<file path="config.mk">
export PLATFORM = sky130hd
export DESIGN_NAME = nor_status_port
export DESIGN_NICKNAME = d
export VERILOG_FILES = /design/src/rtl/nsr_pkg.sv /design/src/rtl/nsr_cmd_decode.sv /design/src/rtl/nsr_err_flags.sv /design/src/rtl/nsr_snapshot.sv /design/src/rtl/nor_status_port.sv
export SDC_FILE = /design/constraint.sdc
export NUM_CORES = 1
export LEC_CHECK = 0
export BUFFER_PORTS_ARGS = -buffer_cell sky130_fd_sc_hd__buf_4
export CELL_PAD_IN_SITES_DETAIL_PLACEMENT = 1
export CELL_PAD_IN_SITES_GLOBAL_PLACEMENT = 1
export CORE_MARGIN = 1.5
export CORE_UTILIZATION = 32
export DETAILED_ROUTE_END_ITERATION = 10
export GPL_TIMING_DRIVEN = 1
export PLACE_DENSITY = 0.87
export REMOVE_ABC_BUFFERS = 1
export SYNTH_ARGS = -nofsm -noshare
export SYNTH_HDL_FRONTEND = slang
export SYNTH_HIERARCHICAL = 1
export SYNTH_SLANG_ARGS = --single-unit
</file>
<file path="constraint.sdc">
create_clock -name clk -period 1.8 [get_ports clk]
set_input_delay 0.18 -clock clk [delete_from_list [all_inputs] [get_ports clk]]
set_output_delay 0.18 -clock clk [all_outputs]
set_load 0.005 [all_outputs]
</file>
<file path="src/rtl/nsr_pkg.sv">
package nsr_pkg;

    localparam int unsigned STAT_W = 8;
    localparam int unsigned CMD_W  = 8;
    localparam logic [STAT_W-1:0] STAT_RESET = 8'h80;

    // status bit positions (decoded by the host, so fixed)
    localparam int unsigned B_READY   = 7;
    localparam int unsigned B_ESUSP   = 6;
    localparam int unsigned B_ERASE   = 5;
    localparam int unsigned B_PROG    = 4;
    localparam int unsigned B_SUPPLY  = 3;
    localparam int unsigned B_PSUSP   = 2;
    localparam int unsigned B_LOCK    = 1;
    localparam int unsigned B_BUFPROG = 0;

    // command bytes
    localparam logic [CMD_W-1:0] CMD_RD_ARRAY    = 8'hFF;
    localparam logic [CMD_W-1:0] CMD_RD_STATUS   = 8'h70;
    localparam logic [CMD_W-1:0] CMD_CLR_STATUS  = 8'h50;
    localparam logic [CMD_W-1:0] CMD_PROGRAM     = 8'h40;
    localparam logic [CMD_W-1:0] CMD_ERASE_SETUP = 8'h20;
    localparam logic [CMD_W-1:0] CMD_ERASE_CFM   = 8'hD0;
    localparam logic [CMD_W-1:0] CMD_LOCK_SETUP  = 8'h60;
    localparam logic [CMD_W-1:0] CMD_LOCK_CFM    = 8'h01;

    typedef enum logic [1:0] {
        SETUP_NONE  = 2'd0,
        SETUP_ERASE = 2'd1,
        SETUP_LOCK  = 2'd2
    } setup_e;

    // packed order: erase is bit 3, prog bit 2, supply bit 1, lock bit 0
    typedef struct packed {
        logic erase;
        logic prog;
        logic supply;
        logic lock;
    } err_t;

endpackage

</file>
<file path="src/rtl/nsr_cmd_decode.sv">
module nsr_cmd_decode
    import nsr_pkg::*;
(
    input  logic             clk,
    input  logic             rst_n,
    input  logic             cmd_valid,
    input  logic [CMD_W-1:0] cmd_code,
    output logic             status_mode,
    output logic             clr_pulse,
    output logic             seq_err_pulse,
    output setup_e           setup_state
);

    typedef struct packed {
        setup_e setup;
        logic   status_mode;
    } dec_state_t;

    dec_state_t st_d, st_q;

    always_comb begin
        st_d          = st_q;
        clr_pulse     = 1'b0;
        seq_err_pulse = 1'b0;
        if (cmd_valid) begin
            unique case (st_q.setup)
                SETUP_ERASE: begin
                    st_d.setup       = SETUP_NONE;
                    st_d.status_mode = 1'b1;
                    seq_err_pulse    = (cmd_code != CMD_ERASE_CFM);
                end
                SETUP_LOCK: begin
                    st_d.setup       = SETUP_NONE;
                    st_d.status_mode = 1'b1;
                    seq_err_pulse    = (cmd_code != CMD_LOCK_CFM);
                end
                default: begin
                    case (cmd_code)
                        CMD_RD_ARRAY:    st_d.status_mode = 1'b0;
                        CMD_RD_STATUS:   st_d.status_mode = 1'b1;
                        CMD_PROGRAM:     st_d.status_mode = 1'b1;
                        CMD_CLR_STATUS:  clr_pulse        = 1'b1;
                        CMD_ERASE_SETUP: st_d.setup       = SETUP_ERASE;
                        CMD_LOCK_SETUP:  st_d.setup       = SETUP_LOCK;
                        default: ;
                    endcase
                end
            endcase
        end
    end

    always_ff @(posedge clk) begin
        if (!rst_n) begin
            st_q.setup       <= SETUP_NONE;
            st_q.status_mode <= 1'b0;
        end else begin
            st_q <= st_d;
        end
    end

    assign status_mode = st_q.status_mode;
    assign setup_state = st_q.setup;

endmodule

</file>
<file path="src/rtl/nsr_err_flags.sv">
module nsr_err_flags
    import nsr_pkg::*;
(
    input  logic clk,
    input  logic rst_n,
    input  logic clr,
    input  logic seq_err,
    input  logic prog_fail,
    input  logic erase_fail,
    input  logic supply_fault,
    input  logic lock_abort,
    output err_t err
);

    err_t err_d, err_q;

    always_comb begin
        err_d = err_q;
        if (clr) begin
            err_d = '0;
        end
        // events land after the clear so a coincident event survives
        if (seq_err) begin
            err_d.erase = 1'b1;
            err_d.prog  = 1'b1;
        end
        if (prog_fail)    err_d.prog   = 1'b1;
        if (erase_fail)   err_d.erase  = 1'b1;
        if (supply_fault) err_d.supply = 1'b1;
        if (lock_abort)   err_d.lock   = 1'b1;
    end

    always_ff @(posedge clk) begin
        if (!rst_n) begin
            err_q <= '0;
        end else begin
            err_q <= err_d;
        end
    end

    assign err = err_q;

endmodule

</file>
<file path="src/rtl/nsr_snapshot.sv">
module nsr_snapshot #(
    parameter int unsigned          SNAP_W  = 8,
    parameter logic [SNAP_W-1:0]    RST_VAL = 8'h80
) (
    input  logic              clk,
    input  logic              rst_n,
    input  logic [SNAP_W-1:0] live,
    input  logic              burst_mode,
    input  logic              ce_n,
    input  logic              oe_n,
    input  logic              adv_n,
    output logic [SNAP_W-1:0] snap
);

    typedef struct packed {
        logic              ce;
        logic              oe;
        logic              adv;
        logic              held;
        logic [SNAP_W-1:0] val;
    } snap_state_t;

    snap_state_t s_d, s_q;

    logic ce_fall, oe_fall, adv_fall, ce_rise, oe_rise;
    logic capture;

    always_comb begin
        ce_fall  = s_q.ce  & ~ce_n;
        oe_fall  = s_q.oe  & ~oe_n;
        adv_fall = s_q.adv & ~adv_n;
        ce_rise  = ~s_q.ce & ce_n;
        oe_rise  = ~s_q.oe & oe_n;

        if (burst_mode) begin
            capture = ce_fall | adv_fall;
        end else begin
            capture = (ce_fall | oe_fall) & ~s_q.held;
        end

        s_d     = s_q;
        s_d.ce  = ce_n;
        s_d.oe  = oe_n;
        s_d.adv = adv_n;
        if (capture) begin
            s_d.val  = live;
            s_d.held = 1'b1;
        end else if (ce_rise | oe_rise) begin
            s_d.held = 1'b0;
        end
    end

    always_ff @(posedge clk) begin
        if (!rst_n) begin
            s_q.ce   <= 1'b1;
            s_q.oe   <= 1'b1;
            s_q.adv  <= 1'b1;
            s_q.held <= 1'b0;
            s_q.val  <= RST_VAL;
        end else begin
            s_q <= s_d;
        end
    end

    assign snap = s_q.val;

endmodule

</file>
<file path="src/rtl/nor_status_port.sv">
module nor_status_port
    import nsr_pkg::*;
#(
    parameter int unsigned BUS_W = 16
) (
    input  logic             clk,
    input  logic             rst_n,
    input  logic             cmd_valid,
    input  logic [CMD_W-1:0] cmd_code,
    input  logic             eng_busy,
    input  logic             eng_erase_susp,
    input  logic             eng_prog_susp,
    input  logic             eng_bufprog_busy,
    input  logic             evt_prog_fail,
    input  logic             evt_erase_fail,
    input  logic             evt_supply_fault,
    input  logic             evt_lock_abort,
    input  logic             burst_mode,
    input  logic             ce_n,
    input  logic             oe_n,
    input  logic             adv_n,
    input  logic [BUS_W-1:0] array_rd,
    output logic [BUS_W-1:0] dq_rd
);

    localparam int unsigned PAD_W = (BUS_W > STAT_W) ? BUS_W - STAT_W : 1;

    logic              status_mode;
    logic              clr_pulse;
    logic              seq_err_pulse;
    setup_e            setup_state;
    err_t              err_q;
    logic [STAT_W-1:0] live_stat;
    logic [STAT_W-1:0] snap_q;
    logic [BUS_W-1:0]  stat_word;

    nsr_cmd_decode u_dec (
        .clk           (clk),
        .rst_n         (rst_n),
        .cmd_valid     (cmd_valid),
        .cmd_code      (cmd_code),
        .status_mode   (status_mode),
        .clr_pulse     (clr_pulse),
        .seq_err_pulse (seq_err_pulse),
        .setup_state   (setup_state)
    );

    nsr_err_flags u_err (
        .clk          (clk),
        .rst_n        (rst_n),
        .clr          (clr_pulse),
        .seq_err      (seq_err_pulse),
        .prog_fail    (evt_prog_fail),
        .erase_fail   (evt_erase_fail),
        .supply_fault (evt_supply_fault),
        .lock_abort   (evt_lock_abort),
        .err          (err_q)
    );

    always_comb begin
        live_stat            = '0;
        live_stat[B_READY]   = ~eng_busy;
        live_stat[B_ESUSP]   = eng_erase_susp;
        live_stat[B_ERASE]   = err_q.erase;
        live_stat[B_PROG]    = err_q.prog;
        live_stat[B_SUPPLY]  = err_q.supply;
        live_stat[B_PSUSP]   = eng_prog_susp;
        live_stat[B_LOCK]    = err_q.lock;
        live_stat[B_BUFPROG] = eng_bufprog_busy;
    end

    nsr_snapshot #(
        .SNAP_W  (STAT_W),
        .RST_VAL (STAT_RESET)
    ) u_snap (
        .clk        (clk),
        .rst_n      (rst_n),
        .live       (live_stat),
        .burst_mode (burst_mode),
        .ce_n       (ce_n),
        .oe_n       (oe_n),
        .adv_n      (adv_n),
        .snap       (snap_q)
    );

    generate
        if (BUS_W > STAT_W) begin : g_pad
            assign stat_word = {{PAD_W{1'b0}}, snap_q};
        end else begin : g_trim
            assign stat_word = snap_q[BUS_W-1:0];
        end
    endgenerate

    assign dq_rd = status_mode ? stat_word : array_rd;

endmodule

</file>
==> flow_metrics.py, run 1 <==
metrics = {
    "setup_path": {
        "crit_family": "multiplexers",
        "end_kind": "output pin",
        "critPathKind": "register to output pin",
        "cp.arrival_ps": 1320,
        "path_max_fanout": 17,
        "slowest_delay_ps": 360,
        "path_cells": "buf_4 > mux2_2 > buf_4",
        "start_kind": "register",
        "crit_slowest_cell": "mux2_2",
        "rr_worst_depth": 7,
        "path_buf_inv": 2,
        "rrSetupSlack_ps": 310,
        "r2r-start": "u_dec/setup_state[0]",
        "worstSetupStartpoint": "u_dec/status_mode",
        "critPathCapture": "dq_rd[0]",
        "required_ps": 1620,
        "crit_cells": 3,
        "r2r_end": "u_err/err[2]",
        "cp_common_cell": "buf_4",
    },
    "logic_synthesis": {
        "ys_seq_elements": 19,
        "yosys.cell_types.count": 36,
        "yosys_warnings": 6,
        "syn_avg_cell_area_um2": 9.31,
        "syn_area_um2": 1120,
        "yosysSeqAreaShare_pct": 34.0,
        "synth_cells": 120,
    },
    "timing": {
        "setup_tns_ps": 0,
        "final_max_slew_viol_count": 0,
        "hold_slack_ps": 85.3,
        "fmax_ghz": 0.668,
        "setup_viol": 0,
        "period_minus_slack_ps": 1500,
        "hold_violations": 0,
        "relSlewSlack_pct": 54.4,
        "clock_skew_ps": 1.56,
        "timing_worst_slew_pin_value_ps": 678,
        "rsz0062_at_grt": "no",
        "fin_crit_sh_pct": 83.2,
        "setup_ws_ps": 303,
    },
    "final_layout": {
        "area_delta_synth_final_pct": 35.7,
        "layout.nets": 208,
        "diodes": 0,
        "drive_gt1_share_pct": 47.3,
    },
    "cts": {
        "clk_pin_slew_worst_paths_ps": 100,
        "htree_levels": 1,
        "post_cts_resized": 0,
        "cts_sinks": 19,
        "cts_root_buffer": "clkbuf_4",
        "cts_tree": "built",
        "cts_buffers": 3,
        "clock_latency_ps": 280,
        "ctsHoldBuffers": 0,
        "cts_buffer_depth": 2,
        "post_cts_buffers": 0,
    },
    "route": {
        "wl_um": 2820,
        "ant_nets": 0,
        "drcViolationCount": 0,
        "drt_pre_antenna_iters": 3,
        "vias": 1006,
        "avgRoutedWirePerCell_um": 13.2,
        "drt-initial-drc-count": 12,
        "drt-vias-per-instance": 4.72,
    },
    "global_route": {
        "grt_pass1_vias": 1038,
        "grt_max_degree": 30,
        "grt_usage_pct": 15.1,
        "grt_antenna_before_repair": 0,
        "grt_pass1_wl_um": 4170,
        "gr-total-overflow": 0,
    },
    "worst_hold_path": {
        "min_path_type": "primary input to register",
    },
    "floorplanning": {
        "dieHeight_um": 62.1,
        "num_rows": 21,
        "ios": 55,
        "core_area_um2": 3340,
        "fp.dieW_um": 62.1,
        "start_util_pct": 33.5,
        "dieArea_um2": 3860,
    },
    "power_and_ir_drop": {
        "p_total_mw": 0.869,
        "p_per_area_nw_per_um2": 573,
        "p_leak_nw": 0.690,
        "irDropWorstVdd_mv": 0.337,
    },
    "placement": {
        "gp_congestion": 0.735,
        "port_buffers": 54,
        "place_ws_ps": 84.3,
        "hpwl_um": 2370,
    },
    "run": {
        "maxCapViolations": 0,
    },
    "run_status": {
        "status": "finished clean",
    },
}
==> synth_stat cells (all sizes together) <==
master   count  area [µm²]
dfxtp       19         380
o21ai        1        5.00
o21a         2        15.0
o2bb2ai      1        8.76
or3          1        6.26
ha           1        12.5
a32o         1        10.0
nand2       20        75.1
mux2i        8        80.1
or2          1        6.26
inv          4        15.0
nor3         1        5.00
or4          1        11.3
o32ai        1        8.76
nand3b       2        15.0
buf         11        97.6
o41ai        1        8.76
xor2         1        8.76
nand3        1        5.00
and3         1        6.26
nor2b        8        52.6
mux2         8        97.6
o221ai       1        8.76
a21boi       1        7.51
nand2b       3        18.8
and2b        8        70.1
nand4        1        6.26
nor4         3        18.8
clkbuf       2        7.51
a211oi       1        12.5
o31a         3        26.3
a21oi        2        10.0
==> worst min-delay path by stage <==
| stage | start | to | depth (start not counted) |
|---|---|---|---|
| 2_1_floorplan | rst_n | u_snap/s_q[11] | 1 |
| 3_3_place_gp | adv_n | u_snap/s_q[9] | 2 |
| 3_5_place_dp | adv_n | u_snap/s_q[9] | 2 |
| 4_1_cts | adv_n | u_snap/s_q[9] | 2 |
| 5_1_grt | adv_n | u_snap/s_q[9] | 2 |
| 6_report | adv_n | u_snap/s_q[9] | 2 |
==> cells in the final DEF, fill, tap and decap left out, drive strengths merged <==
cell type | netlist | routed
and2b | 8 | 8
dfxtp | 19 | 19
nand4 | 1 | 1
clkbuf | 2 | 4
nand2 | 20 | 20
buf | 11 | 56
nor3 | 1 | 1
ha | 1 | 1
or3 | 1 | 1
a21boi | 1 | 1
o21ai | 1 | 1
xor2 | 1 | 1
nor4 | 3 | 3
inv | 4 | 4
nand2b | 3 | 3
a32o | 1 | 1
mux2 | 8 | 8
o2bb2ai | 1 | 1
o221ai | 1 | 1
o21a | 2 | 2
o41ai | 1 | 1
nand3b | 2 | 2
mux2i | 8 | 8
o31a | 3 | 3
and3 | 1 | 1
or4 | 1 | 1
nand3 | 1 | 1
nor2b | 8 | 8
a211oi | 1 | 1
or2 | 1 | 1
a21oi | 2 | 2
o32ai | 1 | 1
==> per-layer routing <==
layer | wire length [µm] | part of all wire (%) | GRT usage (%) | vias up
li1 | - | - | - | 501
met1 | 1050 | 37 | 14.1 | 457
met2 | 1480 | 52 | 29.9 | 44
met3 | 253 | 9.0 | 4.14 | 4
met4 | 36 | 1.3 | 6.69 | 0
met5 | 0 | 0 | 0 | -
==> state kept, by name, summed over array words and instances, names as in the netlist <==
register and cells:
u_dec/setup_state 2, u_dec/status_mode 1, u_snap/s_q 4, u_snap/snap 8, u_err/err 4
==> where the power goes <==
group	internal [mW]	switching, mW
Combinational	0.129	0.0776
Clock	0.0859	0.115
Sequential	0.447	0.0137
Total	0.662	0.207
==> final cells by class <==
class                      count  area [µm²]
clock buffer                   4        26.3
sequential                    19         380
inverter                       4        15.0
fill                         408        1820
timing repair buffer          56         420
multi-input combinational     84         617
tap                           46        57.6
==> through the flow <==
| stage | cell area [µm²] | utilization [%] | instances |
|---|---|---|---|
| 4_1_cts | 1520 | 45.4 | 213 |
| 3_3_place_gp | 1490 | 44.7 | 209 |
| 3_5_place_dp | 1490 | 44.7 | 209 |
| 6_report | 1520 | 45.4 | 213 |
| 2_1_floorplan | 1010 | - | 107 |
| 5_1_grt | 1520 | 45.4 | 213 |
==> logic make-up (layout without fill, tap and decap cells) <==
group,count (synthesis),after routing,synth area share (%)
AND/OR/NAND/NOR,51,51,26.5
flip-flops,19,19,34.0
buffers and inverters,17,64,10.7
multiplexers,16,16,15.9
AO/OA/AOI/OAI,15,15,10.9
adder cells (fa/ha/maj),1,1,1.12
XOR/XNOR,1,1,0.784
No activity file was read; power rests on OpenSTA's default activity.
==> run 2: changes to the inputs <==
ABC_AREA = 1   (was default)
CORE_UTILIZATION = 28   (was 32)
PLACE_DENSITY = 0.84   (was 0.87)
clock period = 1.21 ns   (was 1.8 ns; I/O delays follow)
==> run 2 against run 1 <==
Against the previous run: core utilization shrank 5.1 points; clock-buffer cell count shrank 1; global-route usage shrank 1.2 points; cell count grew 42%; via count grew 32%; sequential power grew 51%; clock power grew 130%; first-iteration DRC count grew to 3.0 times the previous value; combinational power grew 84%; critical path type is now register to register; critical endpoint is now u_err/err[2]; largest cell class unchanged.
==> flow_metrics.py, run 2 <==
metrics = {
    "global_route": {
        "grt_pass1_wl_um": 5800,
        "gr-total-overflow": 0,
        "grt_pass1_vias": 1353,
        "grt_usage_pct": 14.0,
        "grt_max_degree": 18,
        "grt_antenna_before_repair": 0,
    },
    "run_status": {
        "status": "finished clean",
    },
    "final_layout": {
        "final_common_cell": "buf_4",
        "mostFrequentLayoutCells": "58 x buf_4, 54 x nand2_1, 31 x inv_1",
        "diodes": 0,
        "fill_cells": 574,
        "final_util_pct": 40.4,
        "layout.nets": 291,
        "area_delta_synth_final_pct": 39.3,
        "drive_gt1_share_pct": 38.4,
        "layout.cells.non_filler": 302,
        "largest_reg_flops": 8,
    },
    "logic_synthesis": {
        "synth_top_area_cell": "dfxtp_1",
        "yosysMostFrequentCell": "nand2_1",
        "yosys_warnings": 6,
        "ys_top_cells_by_count": "55 x nand2_1, 32 x inv_1, 23 x nor2_1, 19 x dfxtp_1, 15 x nand3_1",
        "synth_cells": 200,
        "syn_area_um2": 1250,
        "synth_top_area_share_pct": 30.3,
        "syn_avg_cell_area_um2": 6.27,
        "synth-async-reset-ratio_pct": 0,
        "ys.flop_type": "dfxtp_1",
        "synth_edf_count": 0,
        "yosysSeqAreaShare_pct": 30.3,
        "ys_seq_elements": 19,
        "yosys.cell_types.count": 24,
        "synth_area_leaders": "dfxtp_1 30%, nand2_1 16%, inv_1 9.6%",
    },
    "placement": {
        "port_buffers": 54,
        "hpwl_um": 2440,
        "placed_cells": 296,
        "gp_congestion": 0.712,
    },
    "cts": {
        "htree_levels": 1,
        "clk_pin_slew_worst_paths_ps": 80,
        "ctsHoldBuffers": 0,
        "cts_root_buffer": "clkbuf_8",
        "cts_tree": "built",
        "cts_sinks": 19,
        "cts_buffers": 3,
        "cts_buffer_depth": 2,
        "clock_latency_ps": 260,
    },
    "floorplanning": {
        "dieHeight_um": 69.9,
        "core_area_um2": 4320,
        "num_rows": 24,
        "ios": 55,
        "dieArea_um2": 4890,
        "start_util_pct": 29.0,
        "fp.dieW_um": 69.9,
    },
    "route": {
        "drt-initial-drc-count": 36,
        "wl_um": 3220,
        "vias": 1323,
        "drt-vias-per-instance": 4.38,
        "avgRoutedWirePerCell_um": 10.6,
        "drcViolationCount": 0,
        "drt_pre_antenna_iters": 4,
        "ant_nets": 0,
    },
    "timing": {
        "hold_slack_ps": 44.2,
        "clock_skew_ps": 1.41,
        "fin_crit_sh_pct": 99.5,
        "final_max_slew_viol_count": 0,
        "fmax_ghz": 0.830,
        "setup_viol": 0,
        "rsz0062_at_grt": "yes",
        "setup_tns_ps": 0,
        "hold_violations": 0,
        "period_minus_slack_ps": 1200,
        "timing_worst_slew_pin_value_ps": 270,
        "relSlewSlack_pct": 81.9,
    },
    "power_and_ir_drop": {
        "irDropWorstVdd_mv": 0.455,
        "p_leak_nw": 0.964,
        "p_total_mw": 1.53,
        "p_per_area_nw_per_um2": 878,
    },
    "setup_path": {
        "start_kind": "register",
        "cp.arrival_ps": 1350,
        "worstSetupStartpoint": "u_dec/setup_state[0]",
        "end_kind": "register",
        "r2r-start": "u_dec/setup_state[0]",
        "rrSetupSlack_ps": 6,
        "r2r_end": "u_err/err[2]",
        "path_max_fanout": 2,
        "rr_worst_depth": 8,
        "required_ps": 1360,
        "critPathKind": "register to register",
    },
    "worst_hold_path": {
        "worstHoldEndpoint": "u_snap/s_q[9]",
        "min_path_type": "primary input to register",
        "min_from": "adv_n",
        "min_path_cells": 3,
    },
    "run": {
        "maxCapViolations": 0,
    },
}
[run 2: changes by cell type after synthesis, moves of 6 or more]
| cell | change |
|---|---|
| a21oi_1 | +9 |
| and2b_2 | -8 |
| inv_1 | +28 |
| inv_2 | +8 |
| mux2_2 | -6 |
| mux2i_1 | -8 |
| nand2_1 | +35 |
| nand2_2 | +6 |
| nand3_1 | +14 |
| nor2_1 | +23 |
| nor2b_1 | -7 |
[run 2: cell type report]
cell class / count / area [µm²] / area share, %
clock buffers: 3 / 41.3 / 2.36
clock inverters: 1 / 5.00 / 0.287
inverters: 40 / 150 / 8.60
multi-input cells: 128 / 654 / 37.5
flip-flops and latches: 19 / 384 / 22.0
well taps: 52 / 65.1 / 3.72
repair buffers: 59 / 447 / 25.6
[run 2: cells by family after synthesis]
group | count (synthesis) | synth area share, %
buffers and inverters | 53 | 21.3
adders and majority gates | 1 | 0.998
DFF | 19 | 30.3
AOI/OAI and AO/OA | 16 | 7.39
and+or+nand+nor | 111 | 40.0
[run 2: repair_timing]
| action | in CTS | in global routing |
|---|---|---|
| endpoints found under the setup margin | 4 | 9 |
| pin swaps | 7 | 3 |
| gates resized for setup | 9 | 7 |
| setup buffers | 2 | 0 |
| endpoints found under the hold margin | 0 | 0 |
[run 2: stage by stage]
step	setup slack [ps]	instance area, µm²
3_5_place_dp	-151	1630
6_report	5.55	1750
2_1_floorplan	-11.5	1140
5_1_grt	-59.2	1750
4_1_cts	-31.0	1720
3_3_place_gp	-86.1	1630
[run 2: worst max path at each step]
stage                     slack [ps]      endpoint  cells after the start
after floorplan                  -10  u_err/err[2]                      8
after global routing             -60  u_err/err[2]                      8
final                              6  u_err/err[2]                      8
after global placement           -90  u_err/err[2]                      8
after CTS                        -30  u_err/err[2]                      8
after detailed placement        -150  u_err/err[3]                      8
[run 2: report_power, final]
| group | internal (mW) | total, mW | switching, mW |
|---|---|---|---|
| clock | 0.229 | 0.455 | 0.225 |
| combinational | 0.195 | 0.381 | 0.186 |
| sequential | 0.672 | 0.697 | 0.0254 |
[run 2: critical path: stages, from the launching register on]
cell and delay (ps):
dfxtp_2 330, inv_2 40, ha_4 150, nor3_2 100
o21ai_1 70, o21ai_1 140, inv_1 70, nor2_1 110
a21oi_1 80
[run 2: metal layers]
metal | share of wire, % | global-route usage (%) | routed length, µm | up-vias
met5 | 0 | 0 | 0 | -
met4 | 0.59 | 2.56 | 19 | 0
met3 | 6.3 | 3.17 | 201 | 4
met2 | 49 | 25.1 | 1570 | 39
met1 | 44 | 17.1 | 1430 | 589
li1 | - | - | - | 691
